==> src/rtl/cpwm_pkg.sv <==
package cpwm_pkg;
  localparam int CNT_W = 16;
  localparam int DLY_W = 4;
  localparam int PS_W  = 2;
  localparam int N_OUT = 2;

  typedef logic [CNT_W-1:0] cnt_t;
  typedef logic [DLY_W-1:0] dly_t;
  typedef logic [PS_W-1:0]  psel_t;

  typedef enum logic [0:0] {
    OUT_PRI  = 1'b0,
    OUT_COMP = 1'b1
  } out_idx_e;
endpackage

==> src/rtl/cpwm_prescaler.sv <==
module cpwm_prescaler #(
  parameter int PS_W = 2
) (
  input  logic            clk,
  input  logic            rst,
  input  logic            run,
  input  logic [PS_W-1:0] sel,
  output logic            tick
);
  localparam int PC_W = (1 << PS_W) - 1;

  logic [PC_W-1:0] pcnt_q;
  logic [PC_W-1:0] lim;

  always_comb begin
    lim = '0;
    for (int i = 0; i < PC_W; i++) begin
      if (i < int'(sel)) lim[i] = 1'b1;
    end
  end

  assign tick = run && (pcnt_q == lim);

  always_ff @(posedge clk) begin
    if (rst || !run) begin
      pcnt_q <= '0;
    end else if (pcnt_q == lim) begin
      pcnt_q <= '0;
    end else begin
      pcnt_q <= pcnt_q + 1'b1;
    end
  end
endmodule

==> src/rtl/cpwm_period_cnt.sv <==
module cpwm_period_cnt #(
  parameter int CNT_W = 16
) (
  input  logic             clk,
  input  logic             rst,
  input  logic             run,
  input  logic             tick,
  input  logic [CNT_W-1:0] reload,
  output logic [CNT_W-1:0] cnt
);
  always_ff @(posedge clk) begin
    if (rst || !run) begin
      cnt <= '0;
    end else if (tick) begin
      if (cnt >= reload) cnt <= '0;
      else               cnt <= cnt + 1'b1;
    end
  end
endmodule

==> src/rtl/cpwm_edge_gen.sv <==
module cpwm_edge_gen #(
  parameter int CNT_W = 16
) (
  input  logic             clk,
  input  logic             rst,
  input  logic             run,
  input  logic             tick,
  input  logic [CNT_W-1:0] cnt,
  input  logic [CNT_W-1:0] rise_cmp,
  input  logic [CNT_W-1:0] fall_cmp,
  output logic             level
);
  logic hit_rise;
  logic hit_fall;

  assign hit_rise = tick && (cnt == rise_cmp);
  assign hit_fall = tick && (cnt == fall_cmp);

  always_ff @(posedge clk) begin
    if (rst || !run) begin
      level <= 1'b0;
    end else if (hit_rise) begin
      level <= 1'b1;
    end else if (hit_fall) begin
      level <= 1'b0;
    end
  end
endmodule

==> src/rtl/cpwm_deadtime.sv <==
module cpwm_deadtime #(
  parameter int DLY_W = 4
) (
  input  logic             clk,
  input  logic             rst,
  input  logic             want,
  input  logic [DLY_W-1:0] dly,
  output logic             out
);
  logic [DLY_W-1:0] wait_q;

  always_ff @(posedge clk) begin
    if (rst) begin
      out    <= 1'b0;
      wait_q <= dly;
    end else if (!want) begin
      out    <= 1'b0;
      wait_q <= dly;
    end else if (!out) begin
      if (wait_q == '0) out <= 1'b1;
      else              wait_q <= wait_q - 1'b1;
    end
  end
endmodule

==> src/rtl/cpwm_dt_top.sv <==
module cpwm_dt_top
  import cpwm_pkg::*;
#(
  parameter int P_CNT_W = CNT_W,
  parameter int P_DLY_W = DLY_W,
  parameter int P_PS_W  = PS_W
) (
  input  logic               clk,
  input  logic               rst,
  input  logic               pwm_en,
  input  logic               ch_en,
  input  logic               multi_en,
  input  logic               pair_en,
  input  logic [P_PS_W-1:0]  presc_sel,
  input  logic [P_CNT_W-1:0] reload,
  input  logic [P_CNT_W-1:0] rise_cmp,
  input  logic [P_CNT_W-1:0] fall_cmp,
  input  logic [P_DLY_W-1:0] dly,
  output logic               pwm_p,
  output logic               pwm_n
);
  logic               tick_w;
  logic [P_CNT_W-1:0] cnt_q;
  logic               level_q;
  logic               chan_on;
  logic [N_OUT-1:0]   want;
  logic [N_OUT-1:0]   outs;

  cpwm_prescaler #(.PS_W(P_PS_W)) u_presc (
    .clk (clk), .rst (rst), .run (pwm_en), .sel (presc_sel), .tick (tick_w)
  );

  cpwm_period_cnt #(.CNT_W(P_CNT_W)) u_cnt (
    .clk (clk), .rst (rst), .run (pwm_en), .tick (tick_w),
    .reload (reload), .cnt (cnt_q)
  );

  cpwm_edge_gen #(.CNT_W(P_CNT_W)) u_edge (
    .clk (clk), .rst (rst), .run (pwm_en), .tick (tick_w), .cnt (cnt_q),
    .rise_cmp (rise_cmp), .fall_cmp (fall_cmp), .level (level_q)
  );

  assign chan_on         = pwm_en && ch_en && multi_en;
  assign want[OUT_PRI]   = chan_on && level_q;
  assign want[OUT_COMP]  = chan_on && pair_en && !level_q;

  for (genvar g = 0; g < N_OUT; g++) begin : g_dt
    cpwm_deadtime #(.DLY_W(P_DLY_W)) u_dt (
      .clk (clk), .rst (rst), .want (want[g]), .dly (dly), .out (outs[g])
    );
  end

  assign pwm_p = outs[OUT_PRI];
  assign pwm_n = outs[OUT_COMP];
endmodule

==> config.mk <==
export PLATFORM = sky130hd
export DESIGN_NAME = cpwm_dt_top
export DESIGN_NICKNAME = d
export VERILOG_FILES = /design/src/rtl/cpwm_pkg.sv /design/src/rtl/cpwm_prescaler.sv /design/src/rtl/cpwm_period_cnt.sv /design/src/rtl/cpwm_edge_gen.sv /design/src/rtl/cpwm_deadtime.sv /design/src/rtl/cpwm_dt_top.sv
export SDC_FILE = /design/constraint.sdc
export NUM_CORES = 1
export LEC_CHECK = 0
export ABC_AREA = 1
export BUFFER_PORTS_ARGS = -buffer_cell sky130_fd_sc_hd__buf_2
export CORE_ASPECT_RATIO = 1.1
export CORE_UTILIZATION = 30
export DETAILED_ROUTE_END_ITERATION = 10
export GPL_TIMING_DRIVEN = 0
export PLACE_DENSITY = 0.61
export RECOVER_POWER = 100
export SYNTH_ARGS = -nofsm -noshare
export SYNTH_HDL_FRONTEND = slang
export SYNTH_SLANG_ARGS = --single-unit
==> constraint.sdc <==
create_clock -name clk -period 1.75 [get_ports clk]
set_input_delay 0.35 -clock clk [delete_from_list [all_inputs] [get_ports clk]]
set_output_delay 0.35 -clock clk [all_outputs]
set_load 0.005 [all_outputs]
==> flow_summary.ini <==
[layout]
final_util_pct = 42.3
drive_gt1_share_pct = 27.6
area.growth.synth_to_final_pct = 33.9
fin_nets = 576
finalNonFillerCells = 605
nFillCells = 866
final_area_mm2 = 0.00342
ff_latch_area_um2 = 714
multi_input_area_mm2 = 0.00171
diodes = 0

[timing]
slew_viol_final = 0
slew_headroom_pct = 54.3
hold_violations = 0
setup-tns-final_ps = -3.76
worst_slew_pin_slew_ps = 679
period_share_pct = 100
fin_worst_skew_ps = 5.40
fmax_mhz = 570
fin_ws_ps = -3.76
finalCriticalPeriod_ps = 1750
setup_viol = 1
rsz0062_at_grt = true

[yosys]
seq_area_frac_synth_pct = 26.6
synth.avg_cell_area_um2 = 6.19
synth_warnings = 0
synth_cells = 413
synth_fp_nets = 493
ys_ff_latch = 30
ys_types = 27
syn_area_mm2 = 0.00256

[routing]
wire_per_inst_um = 10.8
vias = 2667
drc = 0
viasPerCell = 4.41
wirelength_mm = 6.54
postRouteAntennaNets = 0
drt_pass1_iterations = 4
first_iter_violations = 85

[place]
dp_cells = 582
place_area_mm2 = 0.00300
hpwl_mm = 5.00
placement.io_buffers = 61
place_congestion = 0.787

[floorplanning]
fp.dieW_um = 90.0
core_area_mm2 = 0.00808
start_util_pct = 31.6
dieArea_mm2 = 0.00889
io_pins = 62
row_count = 34
die_height_um = 98.8

[worst_setup_path]
cp_num_buf_inv = 2
r2r_slack_ps = -4
slowest_stage = dfxtp_4
cp.required_ps = 1970
endpoint_kind = register
startpoint_type = register
cpPeakStageDelay_ps = 390
critPathTopFamily = simple AND/OR/NAND/NOR gates
arrival_ps = 1970
cp_max_fo = 6
worstSetupPathType = register to register
path_cells = inv_4 -> ha_4 -> nand2_2 -> nor2_1 -> and2_1 -> nor2_1 -> nand2_1 -> nand2_1 -> nand2_2 -> nand2_2 -> nand2_4 -> clkbuf_16 -> nor2_1

[global_routing]
grt_pass1_vias = 2375
grt_overflow = 0
antenna_found_initial = 0
grt_util_all_layers_pct = 14.1
grt_max_degree = 11
grt_pass1_wl_mm = 10.1

[cts]
cts_tree = built
clockBufferDepth = 2
cts-htree-levels = 2
insertion_delay_ps = 280
cts_buffers = 5
clk_pin_slew_ps = 70
root_buffer = clkbuf_8
cts_sinks = 30

[power_and_ir_drop]
power.leakage_nw = 1.72
powerDensity_mw_per_mm2 = 464
ir_drop_uv = 223

[run_status]
outcome = finished with violations
violations = negative setup slack

[job]
cap_violations = 0

[min_path]
hold_path.class = primary input to register
kinds of logic (layout without fill, tap and decap cells):
kind of cell	Yosys count	after routing	share of synthesized area [%]
DFF	30	30	26.6
and+or+nand+nor	227	227	37.2
AOI/OAI and AO/OA	32	32	6.56
adders and majority gates	20	20	9.79
xor gates and xnor gates	20	20	6.85
buffers and inverters	84	168	13.0
cell usage after synthesis, drive strengths merged:
master | number | area share [%]
a21oi | 11 | 2.3
a31oi | 1 | 0.24
and2 | 1 | 0.24
buf | 3 | 1.1
dfxtp | 22 | 17
edfxtp | 8 | 9.4
ha | 20 | 9.8
inv | 81 | 12
nand2 | 133 | 20
nand3 | 21 | 4.7
nand4 | 6 | 1.5
nor2 | 60 | 9.1
nor3 | 3 | 1.2
nor4 | 1 | 0.24
o21ai | 19 | 3.7
o21bai | 1 | 0.29
or2 | 2 | 0.49
xnor2 | 7 | 2.4
xor2 | 13 | 4.5
through the flow:
step,hold WS (ps),total power (W),worst slack [ps]
floorplan,427,0.000888,161
global placement,443,0.000989,-198
detailed placement,456,0.000998,-206
CTS,371,0.00159,0.525
global route,401,0.00167,-95.8
finish,382,0.00159,-3.76
per-layer routing:
metal  share of wire (%)  wire, um  vias to the layer above  global-route usage [%]
met1                  43      2810                     1187                    16.0
met2                  53      3460                       47                    26.4
met3                 3.6       235                        4                    2.70
met4                0.44        29                        0                    4.34
li1                    -         -                     1429                       -
met5                   0         0                        -                       0
cell usage in the layout, fill, tap and decap left out, types with 2 or more instances in the layout:
cell	synthesis	routed
buf_6	2	2
dfxtp_4	0	8
ha_4	0	7
o21ai_0	14	13
a21oi_1	10	10
dfxtp_2	0	3
xor2_1	13	13
nor2_4	0	3
nand2_1	131	127
nor2_1	57	42
buf_4	0	13
nand3_2	3	3
o21ai_1	5	6
inv_1	81	80
or2_2	2	2
clkbuf_8	0	6
nor2_2	3	15
clkbuf_1	0	2
dfxtp_1	22	11
nand3_1	18	18
ha_1	20	13
edfxtp_1	8	8
xnor2_1	7	7
nand4_1	6	6
buf_2	1	62
nand2_2	2	5
registers in the layout, summed over array words and instances (netlist names):
register          count
g_dt.u_dt.out         2
u_cnt.cnt            16
u_edge.level          1
u_presc.pcnt_q        3
g_dt.u_dt.wait_q      8
worst min-delay path, delay by kind of cell:
| family | cells | cell delay (ps) |
|---|---|---|
| AOI/OAI and AO/OA | 1 | 70 |
| buffers and inverters | 1 | 90 |
| and+or+nand+nor | 1 | 50 |
power breakdown:
group,switching [W],internal (W)
combinational,0.000149,0.000135
sequential,0.00000744,0.000714
clock,0.000263,0.000320
total,0.000420,0.00117
cell type report:
cell class	count	share of cell area [%]
repair buffers	76	12.8
plain buffers	3	0.914
multi-input cells	299	49.8
flip-flops and latches	30	20.9
clock buffers	8	2.63
inverters	81	8.96
well taps	108	3.95
path summary, 6_finish.rpt:
check / startpoint / end / cells after the start
hold / removal: dly[1] / g_dt[0].u_dt.wait_q[1]$_DFFE_PP_ / 3
hold reg to reg: u_presc.pcnt_q[0]$_SDFF_PP0_ / u_presc.pcnt_q[0]$_SDFF_PP0_ / 1
setup / recovery: u_cnt.cnt[0]$_SDFFE_PP0P_ / u_cnt.cnt[0]$_SDFFE_PP0P_ / 13
setup reg to reg: u_cnt.cnt[0]$_SDFFE_PP0P_ / u_cnt.cnt[0]$_SDFFE_PP0P_ / 13
what timing repair did:
action,CTS,global route
hold buffers,0,0
endpoints found under the setup margin,15,19
pin swaps,1,7
gates resized for setup,10,45
setup buffers,2,12
cloned,0,1
Power figures use the tool's default switching activity.
